[config.mk]
export PLATFORM = sky130hd
export DESIGN_NAME = eui_boot_loader
export DESIGN_NICKNAME = d
export VERILOG_FILES = /design/src/rtl/eui_pkg.sv /design/src/rtl/eui_ser_rd.sv /design/src/rtl/eui_seq.sv /design/src/rtl/eui_boot_loader.sv
export SDC_FILE = /design/constraint.sdc
export NUM_CORES = 1
export LEC_CHECK = 0
export CAP_MARGIN = 30
export CORE_MARGIN = 2
export CORE_UTILIZATION = 51
export CTS_BUF_LIST = sky130_fd_sc_hd__clkbuf_16
export CTS_CLUSTER_SIZE = 28
export DETAILED_ROUTE_END_ITERATION = 16
export GPL_TIMING_DRIVEN = 0
export PLACE_DENSITY = 0.82
export SYNTH_ARGS = -nofsm -noshare
export SYNTH_HDL_FRONTEND = slang
export SYNTH_SLANG_ARGS = --single-unit
[constraint.sdc]
create_clock -name clk -period 2.3 [get_ports clk]
set_input_delay 0.46 -clock clk [delete_from_list [all_inputs] [get_ports clk]]
set_output_delay 0.46 -clock clk [all_outputs]
set_load 0.1 [all_outputs]
[src/rtl/eui_pkg.sv]
package eui_pkg;
  typedef enum logic [2:0] {
    SR_IDLE,
    SR_GAP,
    SR_LO,
    SR_HI
  } ser_st_t;

  typedef enum logic [1:0] {
    SQ_KICK,
    SQ_WAIT,
    SQ_DONE
  } seq_st_t;

  localparam logic [1:0] RD_OPCODE = 2'b10;
endpackage

[src/rtl/eui_ser_rd.sv]
module eui_ser_rd
  import eui_pkg::*;
#(
  parameter int HALF_CYC  = 4,
  parameter int DESEL_CYC = 6,
  parameter int ADDR_W    = 7
) (
  input  logic              clk,
  input  logic              rst_n,
  input  logic              rd_start,
  input  logic [ADDR_W-1:0] rd_addr,
  output logic              rd_done,
  output logic [7:0]        rd_data,
  output logic              ee_cs,
  output logic              ee_sclk,
  output logic              ee_mosi,
  input  logic              ee_miso
);
  localparam int CMD_W   = 3 + ADDR_W;
  localparam int TOT_CLK = CMD_W + 8;
  localparam int CNT_MAX = (HALF_CYC > DESEL_CYC) ? HALF_CYC : DESEL_CYC;
  localparam int CW      = $clog2(CNT_MAX + 1);
  localparam int IW      = $clog2(TOT_CLK + 1);

  ser_st_t          st;
  logic [CW-1:0]    cnt;
  logic [IW-1:0]    bit_idx;
  logic [CMD_W-1:0] cmd_sh;
  logic [7:0]       data_sh;

  assign ee_cs   = (st == SR_LO) || (st == SR_HI);
  assign ee_sclk = (st == SR_HI);
  assign ee_mosi = ee_cs && cmd_sh[CMD_W-1];
  assign rd_data = data_sh;

  always_ff @(posedge clk or negedge rst_n) begin
    if (!rst_n) begin
      st      <= SR_IDLE;
      cnt     <= '0;
      bit_idx <= '0;
      cmd_sh  <= '0;
      data_sh <= '0;
      rd_done <= 1'b0;
    end else begin
      rd_done <= 1'b0;
      unique case (st)
        SR_IDLE: if (rd_start) begin
          cmd_sh  <= {1'b1, RD_OPCODE, rd_addr};
          bit_idx <= '0;
          cnt     <= '0;
          st      <= SR_GAP;
        end
        SR_GAP: begin
          if (cnt == CW'(DESEL_CYC - 1)) begin
            cnt <= '0;
            st  <= SR_LO;
          end else cnt <= cnt + 1'b1;
        end
        SR_LO: begin
          if (cnt == CW'(HALF_CYC - 1)) begin
            cnt <= '0;
            st  <= SR_HI;
          end else cnt <= cnt + 1'b1;
        end
        SR_HI: begin
          if (cnt == CW'(HALF_CYC - 1)) begin
            cnt <= '0;
            if (bit_idx >= IW'(CMD_W)) data_sh <= {data_sh[6:0], ee_miso};
            cmd_sh <= {cmd_sh[CMD_W-2:0], 1'b0};
            if (bit_idx == IW'(TOT_CLK - 1)) begin
              rd_done <= 1'b1;
              st      <= SR_IDLE;
            end else begin
              bit_idx <= bit_idx + 1'b1;
              st      <= SR_LO;
            end
          end else cnt <= cnt + 1'b1;
        end
        default: st <= SR_IDLE;
      endcase
    end
  end
endmodule

[src/rtl/eui_seq.sv]
module eui_seq
  import eui_pkg::*;
#(
  parameter int         ADDR_W  = 7,
  parameter int         N_BYTES = 6,
  parameter logic [7:0] MARKER  = 8'hA5
) (
  input  logic                 clk,
  input  logic                 rst_n,
  output logic                 rd_start,
  output logic [ADDR_W-1:0]    rd_addr,
  input  logic                 rd_done,
  input  logic [7:0]           rd_data,
  output logic [N_BYTES*8-1:0] addr_out,
  output logic                 addr_valid,
  output logic                 addr_error
);
  localparam int AW = N_BYTES * 8;
  localparam int XW = $clog2(N_BYTES + 1);

  seq_st_t       st;
  logic [XW-1:0] idx;
  logic [AW-1:0] acc;

  assign rd_start = (st == SQ_KICK);
  assign rd_addr  = ADDR_W'(idx);

  always_ff @(posedge clk or negedge rst_n) begin
    if (!rst_n) begin
      st         <= SQ_KICK;
      idx        <= '0;
      acc        <= '0;
      addr_out   <= '0;
      addr_valid <= 1'b0;
      addr_error <= 1'b0;
    end else begin
      unique case (st)
        SQ_KICK: st <= SQ_WAIT;
        SQ_WAIT: if (rd_done) begin
          if (idx == '0) begin
            if (rd_data != MARKER) begin
              addr_error <= 1'b1;
              st         <= SQ_DONE;
            end else begin
              idx <= idx + 1'b1;
              st  <= SQ_KICK;
            end
          end else if (idx == XW'(N_BYTES)) begin
            addr_out   <= {acc[AW-9:0], rd_data};
            addr_valid <= 1'b1;
            st         <= SQ_DONE;
          end else begin
            acc <= {acc[AW-9:0], rd_data};
            idx <= idx + 1'b1;
            st  <= SQ_KICK;
          end
        end
        SQ_DONE: st <= SQ_DONE;
        default: st <= SQ_DONE;
      endcase
    end
  end
endmodule

[src/rtl/eui_boot_loader.sv]
module eui_boot_loader #(
  parameter int         HALF_CYC  = 4,
  parameter int         DESEL_CYC = 6,
  parameter int         ADDR_W    = 7,
  parameter logic [7:0] MARKER    = 8'hA5
) (
  input  logic        clk,
  input  logic        rst_n,
  output logic        ee_cs,
  output logic        ee_sclk,
  output logic        ee_mosi,
  input  logic        ee_miso,
  output logic [47:0] addr48,
  output logic [63:0] addr64,
  output logic        addr_valid,
  output logic        addr_error
);
  localparam int          N_BYTES = 6;
  localparam logic [15:0] FILL64  = 16'hFFFE;

  logic              rd_start;
  logic              rd_done;
  logic [ADDR_W-1:0] rd_addr;
  logic [7:0]        rd_data;

  eui_seq #(.ADDR_W(ADDR_W), .N_BYTES(N_BYTES), .MARKER(MARKER)) u_seq (
    .clk(clk), .rst_n(rst_n),
    .rd_start(rd_start), .rd_addr(rd_addr),
    .rd_done(rd_done), .rd_data(rd_data),
    .addr_out(addr48), .addr_valid(addr_valid), .addr_error(addr_error)
  );

  eui_ser_rd #(.HALF_CYC(HALF_CYC), .DESEL_CYC(DESEL_CYC), .ADDR_W(ADDR_W)) u_ser (
    .clk(clk), .rst_n(rst_n),
    .rd_start(rd_start), .rd_addr(rd_addr),
    .rd_done(rd_done), .rd_data(rd_data),
    .ee_cs(ee_cs), .ee_sclk(ee_sclk), .ee_mosi(ee_mosi), .ee_miso(ee_miso)
  );

  assign addr64 = {addr48[47:24], FILL64, addr48[23:0]};
endmodule

# == Word-level counts from Yosys, hierarchy flattened ==
# Cells that the tools add are included.
# op_classes
addsub,3
n_lt_le_gt_ge,1
eq_ne,17
muxes,28
bitwise_logic,2
n_reduce_logical,17
# op_table
cell,count
3-bit 2-to-1 mux,10
4-bit AND reduction,6
10-bit 2-to-1 mux,2
10-bit case mux with 2 select lines,1
5-bit 2-to-1 mux,3
3-bit case mux with 4 select lines,1
2-bit 2-to-1 mux,5
5-bit case mux with 2 select lines,1
3-bit by 2-bit equality test with 1-bit output (second input constant),3
3-bit case mux with 3 select lines,1
2-bit by 1-bit != test with 1-bit output (second input constant),4
2-bit != test (second input constant),4
8-bit != test (second input constant),1
3-bit by 1-bit adder with 3-bit output (second input constant),2
3-bit equality test (second input constant),2
3-bit logical NOT,2
3-bit AND reduction,2
5-bit by 1-bit adder with 5-bit output (second input constant),1
5-bit equality test (second input constant),1
5-bit by 4-bit >= comparator with 1-bit output (second input constant),1
2-bit case mux with 2 select lines,1
3-bit by 1-bit equality test with 1-bit output (second input constant),1
1-bit 2-to-1 mux,3
3-bit nonzero test,1
8 further kinds,9
# word_totals
register_bits,125
output_inout_bits,117
elab_cells,80

# == Longest topological paths before layout ==
# Gate-level depths: netlist (run 1).
# logic_depth
depth_word,5
depth_mapped,7

# == Hierarchy ==
# A second synthesis (run 1) with hierarchy kept.
# unflattened
hier_cells,434
hier_area_um2,5855.6
# modules_own_cells
mod,n_inst,cells_per_inst,area_per_inst_um2,seq_area_each_um2
eui_seq,1,232,3921.3,2377.3
eui_ser_rd,1,136,1446.4,725.7
eui_boot_loader,1,66,488.0,0.0

# == Worst setup path after synthesis (run 1) ==
# No wires, ideal clock.
# synth_timing
path_kind,reg2out
startpoint,register u_ser.st[0]
endpoint,output ee_mosi
t_arrival_ns,3.060
required_ns,1.840
setup_slack_ns,-1.220
path_stages_with_launch,6
cell_sequence,dfrtp_1 > ha_1 > buf_2 > nor2_1 > inv_1 > and2_1
# synth_via
elab_chain_len,3
word_cells_on_any_way,4
cone_classes,eq/ne (2); reduce/logical (2)
# synth_rtl
element,line_no,source
start: declaration,eui_ser_rd.sv:25,ser_st_t st;
start signal: assignment,eui_ser_rd.sv:38,st <= SR_IDLE;
start signal: assignment,eui_ser_rd.sv:51,st <= SR_GAP;
start signal: assignment,eui_ser_rd.sv:56,st <= SR_LO;
3-bit by 2-bit equality test with 1-bit output,n/a,
named net ee_sclk,eui_boot_loader.sv:10,"output logic ee_sclk,"
1-bit logical OR,eui_ser_rd.sv:31,assign ee_cs = (st == SR_LO) || (st == SR_HI);
named net ee_cs,eui_boot_loader.sv:9,"output logic ee_cs,"
1-bit logical AND,eui_ser_rd.sv:33,assign ee_mosi = ee_cs && cmd_sh[CMD_W-1];
end: declaration,eui_boot_loader.sv:11,"output logic ee_mosi,"
# The timed path passes the listed nets, and every way through them passes these cells.

# == Worst setup path in the final report (run 1) ==
# layout_timing
startpoint,register u_ser.st[1]
endpoint,output ee_sclk
# layout_via
elab_chain_len,1
# layout_rtl
element,line_no,source
3-bit by 2-bit equality test with 1-bit output,eui_ser_rd.sv:32,assign ee_sclk = (st == SR_HI);
end: declaration,eui_boot_loader.sv:10,
# Every way passes these cells.

==> impl_metrics.tcl, run 1 <==
set metrics [dict create \
    fmax_ghz 0.445 \
    dieArea_um2 11800 \
    synth-seq-area-share_pct 55.7 \
    areaGrowthSynthToFinish_pct 32.1 \
    status "finished clean" \
    clk_root_buffer_cell "clkbuf_16" \
    start_util_pct 51.9 \
    hold_start "u_ser.rd_done" \
    track_usage_pct 19.2 \
    port-buffer-count 103 \
    peakVddDrop_v 0.000460 \
    r2r_start "u_ser.st[1]" \
    synth-edff-count 0 \
    drc_errors 0 \
    synth-xor-area-share_pct 0.472 \
    yosys_warnings 0 \
    die_x_um 109 \
    holdPathEnd "u_seq.st[0]" \
    grt_pass1_wl_um 17300 \
    place_ws_ps -327 \
    worst_setup_path_end_kind "output pin" \
    r2r_end "u_ser.bit_idx[1]" \
    hold_viol_final 0 \
    fin_nets 574 \
    synth_top_family_by_area "multiplexers" \
    htreeDepth 4 \
    power.density_nw_per_um2 669 \
    design_area_um2 7360 \
    cts_tree "built" \
    synth.distinct_cells 42 \
    grt_antenna_before_repair 0 \
    worst_slack_ps 50.5 \
    synth_area_um2 5570 \
    worst_r2r_path_depth 7 \
    path_clk_slew_ps 60 \
    grt.overflow.total 0 \
    diodes 0 \
    core_um2 10700 \
    finClkSkew_ps 9.15 \
    worst_slew_pin_slew_ps 1000 \
    netlist_top_cells_area "dfrtp_1, mux2_2, buf_4" \
    worstPathRequired_ps 1840 \
    slowest_delay_ps 810 \
    worstSetupPathType "flip-flop to output pin" \
    final.min_clock_period_ps 2250 \
    ant_nets 0 \
    startpoint_type "flip-flop" \
    wl_per_cell_um 14.8 \
    post_cts_buffers 0 \
    drive_gt1_share_pct 38.4 \
    crit_fanout 3 \
    place_area_um2 6890 \
    power.switching_mw 1.19 \
    path_cells "ha_4 -> clkdlybuf4s15_1" \
    fill_cells 821 \
    pwr-share-clk_pct 51.9 \
    ff2ff_setup_slack_ps 220 \
    netSwitchingFraction_pct 24.2 \
    rsz0062_at_grt "false" \
    yosysMostFrequentCell "dfrtp_1" \
    routed_via_density 4.89 \
    p_leak_nw 4.15 \
    cts_max_path_buffers 2 \
    fp-row-count 38 \
    synth_seq_cells 124 \
    max-cap-violations 0 \
    synthAdderAreaFrac_pct 3.14 \
    synth_common_cells "dfrtp_1, mux2_2, buf_4, nand2_1, ha_1" \
    min_period_over_period_pct 97.8 \
    final_max_slew_viol_count 0 \
    grt_pass1_vias 3464 \
    ios 120 \
    muxShareOfSynthArea_pct 20.9 \
    worstSkewPairLatency_ps 400 \
    synth-main-ff-cell "dfrtp_1" \
    critPathSlowestCell "clkdlybuf4s15_1" \
    setup_viol 0 \
    relSlewSlack_pct 33.5 \
    grt_max_degree 83 \
    synth_compound_area_share_pct 3.44 \
    power_mw 4.93 \
    internal_power_mw 3.74 \
    yosys.area.top_type "dfrtp_1" \
    min_path_cells 1 \
    synth_simple_gate_area_share_pct 5.21 \
    hold_class "flip-flop to flip-flop" \
    wirelength_um 10500 \
    synth_top_area_share_pct 55.7 \
    syn_avg_cell_area_um2 13.3 \
    drtPass1Iterations 4 \
    cts.sinks 124 \
    die_y_um 109 \
    p_comb_share_pct 3.8 \
    cp.arrival_ps 1790 \
    drt_iter0_drc 120 \
    synth_cells 419 \
    vias 3470 \
    dp_hpwl_um 7460 \
    cts_buffers 17 \
    async_reset_ff_share_pct 100 \
    seqPwrFrac_pct 44.3 \
    place_congestion 0.760 \
]
==> layout by cell type (no fill, tap or decap), drive strengths merged, types with 8 or more instances in the layout <==
master / instances
dfrtp: 124
dlygate4sd2: 98
mux2: 97
buf: 79
nand2: 21
clkbuf: 20
inv: 20
conb: 16
ha: 14
nor2: 11
nand3: 10
o21ai: 8
==> power by group through the flow <==
| stage | registers (mW) | logic [mW] | clock network [mW] |
|---|---|---|---|
| floorplan | 2.22 | 0.135 | 0 |
| global placement | 2.22 | 0.180 | 0 |
| detailed placement | 2.22 | 0.187 | 0 |
| CTS | 2.18 | 0.189 | 2.60 |
| global route | 2.18 | 0.200 | 2.71 |
| finish | 2.18 | 0.187 | 2.55 |
==> final cells by class <==
cell class,count,area (µm²),share of cell area (%)
well taps,140,175,2.38
flip-flops and latches,124,3100,42.2
inverters,12,48.8,0.663
clock inverters,15,151,2.06
repair buffers,105,946,12.9
plain buffers,78,573,7.79
clock buffers,17,425,5.78
multi-input cells,219,1930,26.3
==> layer usage <==
metal | vias up | global-route usage, % | share of wire (%)
met5 | - | 0 | 0
met4 | 0 | 7.05 | 1.6
met3 | 23 | 4.58 | 4.6
met2 | 106 | 32.5 | 50
met1 | 1696 | 24.1 | 43
li1 | 1645 | - | -
==> flip-flops by register name (all words and copies together), names as in the netlist <==
register	flops
u_ser.st	2
u_ser.cmd_sh	10
u_seq.addr_error	1
u_seq.addr_valid	1
u_ser.rd_data	8
u_seq.acc	40
u_ser.rd_done	1
u_ser.bit_idx	5
u_seq.addr_out	48
u_ser.cnt	3
u_seq.idx	3
u_seq.st	2
==> logic make-up after synthesis <==
| family | count (synthesis) |
|---|---|
| xor+xnor | 3 |
| mux | 101 |
| simple gates | 57 |
| compound gates | 28 |
| flops | 124 |
| other cells | 2 |
| buf+inv | 90 |
| fa+ha+maj | 14 |
==> worst max path at each step <==
stage	startpoint	endpoint	slack [ps]	cells after the start
finish	u_ser.st[1]	ee_sclk	50	2
global route	u_seq.addr_out[23]	addr64[23]	4	2
CTS	u_ser.st[0]	ee_mosi	-230	6
detailed placement	u_ser.st[0]	ee_mosi	-330	6
global placement	rst_n	u_seq.addr_valid	-3800	1
floorplan	u_ser.st[0]	ee_mosi	9	5
==> worst max-delay path: cells and delay by family (launching register included) <==
family | cells | cell delay (ps)
buffers and inverters | 1 | 810
adders and majority gates | 1 | 160
DFF | 1 | 410
==> stage by stage <==
stage	utilization, %	hold slack (ps)	instances	TNS [ps]
after floorplan	-	164	433	0
after global placement	63.9	444	676	-470280
after detailed placement	64.1	399	677	-535
after CTS	68.4	462	710	-227
after global routing	68.5	486	710	0
final	68.5	455	710	0
==> repair_timing <==
action                     CTS  global route
hold buffers                 1             0
gates cloned                 0             0
resized for setup          108             8
hold endpoints to repair    42             0
setup endpoints to repair  101             4
Note: power is estimated with default switching activity, not from simulation.
==> run 2, diff against run 1 <==
--- a/config.mk
+++ b/config.mk
@@ -6,6 +6,7 @@
 export NUM_CORES = 1
 export LEC_CHECK = 0
 export CAP_MARGIN = 30
+export CORE_ASPECT_RATIO = 1.5
 export CORE_MARGIN = 2
 export CORE_UTILIZATION = 51
 export CTS_BUF_LIST = sky130_fd_sc_hd__clkbuf_16
==> impl_metrics.tcl, run 2 (synthesis results as in run 1) <==
set metrics [dict create \
    status "finished clean" \
    diodes 0 \
    drt_iter0_drc 151 \
    power.switching_mw 1.17 \
    hold_viol_final 0 \
    start_util_pct 52.6 \
    drive_gt1_share_pct 38.8 \
    final_common_cell "dfrtp_1" \
    grt_pass1_wl_um 17900 \
    max-cap-violations 0 \
    final_max_slew_viol_count 0 \
    worst_slack_ps 46.1 \
    post_cts_buffers 0 \
    vias 3544 \
    ant_nets 0 \
    routed_via_density 4.96 \
    met3_length_um 515 \
    place_congestion 0.807 \
    stdcell_count 714 \
    peakVddDrop_v 0.000543 \
    cp.arrival_ps 1790 \
    crit_fanout 3 \
    startpoint_type "flip-flop" \
    worstSkewPairLatency_ps 420 \
    drc_errors 0 \
    path_clk_slew_ps 60 \
    largestRegisters "u_seq.addr_out (48), u_seq.acc (40), u_ser.cmd_sh (10)" \
    ios 120 \
    clk_root_buffer_cell "clkbuf_16" \
    worst_slew_pin_slew_ps 1040 \
    cts_buffers 17 \
    worst_r2r_path_depth 6 \
    htreeDepth 4 \
    die_x_um 89.3 \
    dieArea_um2 11800 \
    pwr-share-clk_pct 51.4 \
    port-buffer-count 103 \
    fp-row-count 46 \
    fin_nets 574 \
    grt_pass1_vias 3600 \
    grt_antenna_before_repair 0 \
    hold_class "input pin to asynchronous set/reset pin" \
    cts_max_path_buffers 2 \
    ff2ff_setup_slack_ps 240 \
    cts_tree "built" \
    largest_register "u_seq.addr_out" \
    drtPass1Iterations 4 \
    wl_per_cell_um 15.3 \
    seqPwrFrac_pct 44.8 \
    power_mw 4.88 \
    fin_hold_ws_ps 441 \
    fmax_ghz 0.444 \
    setup_viol 0 \
    final.min_clock_period_ps 2250 \
    mostFrequentLayoutCells "dfrtp_1, dlygate4sd2_1, mux2_2" \
    rsz0062_at_grt "false" \
    worstSetupPathType "flip-flop to output pin" \
    wl_met1_um 4180 \
    netSwitchingFraction_pct 23.9 \
    r2r_end "u_ser.cmd_sh[1]" \
    worstPathRequired_ps 1840 \
    power.density_nw_per_um2 664 \
    track_usage_pct 19.9 \
    finClkSkew_ps 14.4 \
    p_comb_share_pct 3.8 \
    largest_reg_flops 48 \
    die_y_um 132 \
    grt_max_degree 108 \
    relSlewSlack_pct 31.3 \
    r2r_start "u_ser.cnt[0]" \
    p_leak_nw 4.14 \
    top_layer_used "met4" \
    dp_hpwl_um 7780 \
    areaGrowthSynthToFinish_pct 31.8 \
    place_ws_ps -347 \
    core_um2 10600 \
    cts.sinks 124 \
    min_period_over_period_pct 98.0 \
    internal_power_mw 3.71 \
    wirelength_um 10900 \
    grt.overflow.total 0 \
    placed_cells 681 \
    worst_setup_path_end_kind "output pin" \
    wl_met2_um 6050 \
]
[run 2: changes by cell type in the layout (fill, tap and decap cells not counted), sizes merged]
cell           delta
clkdlybuf4s15     -1
clkbuf            +1
clkinv            +3
inv               -4
clkinvlp          +1
[run 2: worst max-delay path by stage]
| stage | start | endpoint | cells past startpoint |
|---|---|---|---|
| 2_1_floorplan | u_ser.st[0] | ee_mosi | 5 |
| 3_5_place_dp | u_ser.st[0] | ee_mosi | 6 |
| 6_report | u_seq.addr_out[3] | addr64[3] | 2 |
| 4_1_cts | u_ser.st[0] | ee_mosi | 6 |
| 5_1_grt | u_seq.addr_out[3] | addr64[3] | 2 |
| 3_3_place_gp | rst_n | u_ser.cnt[0] | 1 |
[run 2: final cells by class]
cell class	instances	area, µm²
fillers	792	3240
flip-flops and latches	124	3100
clock buffers	17	425
inverters	12	48.8
well taps	144	180
clock inverters	15	139
repair buffers	105	941
plain buffers	78	573
multi-input cells	219	1930
[run 2: repair_timing]
action / in CTS / in global routing
setup endpoints to repair: 101 / 3
gates resized for setup: 112 / 4
hold buffers: 1 / 0
hold endpoints to repair: 17 / 0
[run 2: power by group through the flow]
stage | clock, mW | combinational (mW) | sequential [mW]
2_1_floorplan | 0 | 0.135 | 2.22
3_3_place_gp | 0 | 0.180 | 2.22
3_5_place_dp | 0 | 0.188 | 2.22
4_1_cts | 2.56 | 0.189 | 2.18
5_1_grt | 2.66 | 0.201 | 2.18
6_report | 2.51 | 0.187 | 2.18
[run 2: worst max-delay path, stage by stage, from the launching register on]
cell	delay (ps)
dfrtp_1	410
buf_4	130
dlygate4sd2_1	840
[run 2: per-layer routing]
metal,global-route usage (%),vias up
met5,0,-
met4,7.55,0
met3,5.76,16
met2,34.9,102
met1,22.0,1786
li1,-,1640
[run 2: metrics by stage]
stage | TNS [ps] | instance area (µm²) | util (%)
after floorplan | 0 | 5660 | -
after CTS | -0.544 | 7340 | 69.4
after global routing | 0 | 7350 | 69.4
after detailed placement | -588 | 6900 | 65.1
final | 0 | 7350 | 69.4
after global placement | -467190 | 6870 | 64.9
==> run 3, diff against run 2 <==
--- a/config.mk
+++ b/config.mk
@@ -6,14 +6,15 @@
 export NUM_CORES = 1
 export LEC_CHECK = 0
 export CAP_MARGIN = 30
-export CORE_ASPECT_RATIO = 1.5
+export CORE_ASPECT_RATIO = 1.2
 export CORE_MARGIN = 2
 export CORE_UTILIZATION = 51
 export CTS_BUF_LIST = sky130_fd_sc_hd__clkbuf_16
 export CTS_CLUSTER_SIZE = 28
 export DETAILED_ROUTE_END_ITERATION = 16
 export GPL_TIMING_DRIVEN = 0
-export PLACE_DENSITY = 0.82
+export PLACE_DENSITY = 0.8
+export SETUP_SLACK_MARGIN = 0.2
 export SYNTH_ARGS = -nofsm -noshare
 export SYNTH_HDL_FRONTEND = slang
 export SYNTH_SLANG_ARGS = --single-unit
==> impl_metrics.tcl, run 3 (synthesis results as in run 1) <==
set metrics [dict create \
    power_mw 5.16 \
    grt_pass1_vias 3652 \
    max-cap-violations 0 \
    final_common_cell "dfrtp_1" \
    port-buffer-count 103 \
    slowest_delay_ps 440 \
    ios 120 \
    path_cells "inv_1 -> ha_2 -> nor2_4 -> clkinvlp_4 -> and2_4 -> buf_12" \
    place_congestion 0.745 \
    cts_buffers 17 \
    ff2ff_setup_slack_ps 340 \
    ant_nets 0 \
    fin_util_pct 72.1 \
    path_clk_slew_ps 60 \
    rsz0062_at_grt "true" \
    startpoint_type "flip-flop" \
    grt_pass1_wl_um 18500 \
    peakVddDrop_v 0.000575 \
    drtPass1Iterations 4 \
    critical_path_buf_inv_count 3 \
    crit_fanout 4 \
    power.density_nw_per_um2 677 \
    cts.sinks 124 \
    die_y_um 118 \
    core_um2 10600 \
    grt_max_degree 73 \
    worst_slew_pin_slew_ps 949 \
    fin_nets 578 \
    grt.overflow.total 0 \
    largest_register "u_seq.addr_out" \
    worst_r2r_path_depth 8 \
    drive_gt1_share_pct 55.9 \
    setup_viol 0 \
    min_period_over_period_pct 95.0 \
    cts_max_path_buffers 2 \
    violations "hold timing" \
    dieArea_um2 11800 \
    critPathSlowestCell "dfrtp_1" \
    worstPathRequired_ps 1840 \
    drt_iter0_drc 166 \
    routed_via_density 5.01 \
    status "finished, violations left" \
    grt_antenna_before_repair 0 \
    hold_class "input pin to asynchronous set/reset pin" \
    largestRegisters "u_seq.addr_out (48), u_seq.acc (40), u_ser.cmd_sh (10)" \
    vias 3519 \
    cts_hold_buf 0 \
    wirelength_um 11200 \
    worst_setup_path_end_kind "output pin" \
    crit_family "flip-flops" \
    placed_cells 666 \
    finClkSkew_ps 6.14 \
    diodes 0 \
    wl_per_cell_um 15.9 \
    fill_cells 717 \
    die_x_um 99.4 \
    fin_hold_ws_ps -8.03 \
    final.min_clock_period_ps 2190 \
    design_area_um2 7620 \
    htreeDepth 4 \
    cts_tree "built" \
    worstSkewPairLatency_ps 410 \
    areaGrowthSynthToFinish_pct 36.7 \
    p_leak_nw 3.77 \
    hold_viol_final 7 \
    largest_reg_flops 48 \
    place_area_um2 6880 \
    fmax_ghz 0.458 \
    path_depth 6 \
    dp_hpwl_um 7670 \
    mostFrequentLayoutCells "dfrtp_1, mux2_2, clkdlybuf4s15_2" \
    start_util_pct 52.7 \
    final_max_slew_viol_count 0 \
    track_usage_pct 20.1 \
    cp.arrival_ps 1730 \
    clk_root_buffer_cell "clkbuf_16" \
    drc_errors 0 \
    relSlewSlack_pct 37.0 \
    worstSetupPathType "flip-flop to output pin" \
    fp-row-count 41 \
    stdcell_count 703 \
]
## run 3: changes by cell type in the layout (fill, tap and decap cells not counted), moves of 3 or more
cell,before,now
buf_4,64,69
clkdlybuf4s15_2,0,87
dlygate4sd2_1,98,0
clkbuf_2,1,12
bufinv_16,1,4
inv_6,5,2
## run 3: area by class of cell
| type | count | area, µm² | area share (%) |
|---|---|---|---|
| sequential | 124 | 3100 | 40.7 |
| multi-input combinational | 219 | 1940 | 25.5 |
| timing repair buffer | 109 | 1160 | 15.3 |
| buffer | 78 | 578 | 7.59 |
| clock buffer | 17 | 425 | 5.58 |
| clock inverter | 15 | 198 | 2.60 |
| tap | 129 | 161 | 2.12 |
| inverter | 12 | 48.8 | 0.641 |
## run 3: through the flow
step	setup TNS, ps	worst slack, ps
final	0	115
after detailed placement	-526	-322
after global placement	-472020	-3810
after CTS	0	81.1
after floorplan	0	8.73
after global routing	0	56.1
## run 3: worst register-to-register path, stage by stage (launching register included)
cell and delay (ps):
dfrtp_1 440, ha_4 200, buf_8 120, buf_4 150
nor2b_1 190, or3_1 370, clkbuf_2 200, nand2_1 90
o21ai_0 80
## run 3: worst paths after layout
check	start	endpoint
worst min-delay path	rst_n	u_seq.addr_out[40]
max in group asynchronous	rst_n	u_seq.addr_out[5]
worst max-delay path	u_ser.st[0]	ee_mosi
worst max register to register	u_ser.st[0]	u_ser.cmd_sh[1]
worst min register to register	u_ser.cmd_sh[6]	u_ser.cmd_sh[6]
min in group clk	u_ser.cmd_sh[6]	u_ser.cmd_sh[6]
## run 3: power by group
part | internal [mW] | switching (mW) | leakage, nW | total (mW)
sequential | 2.18 | 0.00159 | 1.71 | 2.19
combinational | 0.0275 | 0.158 | 1.76 | 0.186
clock | 1.81 | 0.974 | 0.306 | 2.79
total | 4.02 | 1.13 | 3.77 | 5.16
## run 3: what timing repair did
item                                    in CTS  in global routing
endpoints found under the setup margin     101                 19
pin swaps                                    0                  2
buffers inserted                             1                  4
resized for setup                          299                 18
## run 3: metal layers
metal | vias to the layer above | wire length [µm] | GRT usage, %
met4 | 0 | 121 | 6.68
met3 | 9 | 520 | 5.20
li1 | 1655 | - | -
met5 | - | 0 | 0
met1 | 1762 | 4560 | 24.8
met2 | 93 | 5970 | 34.2
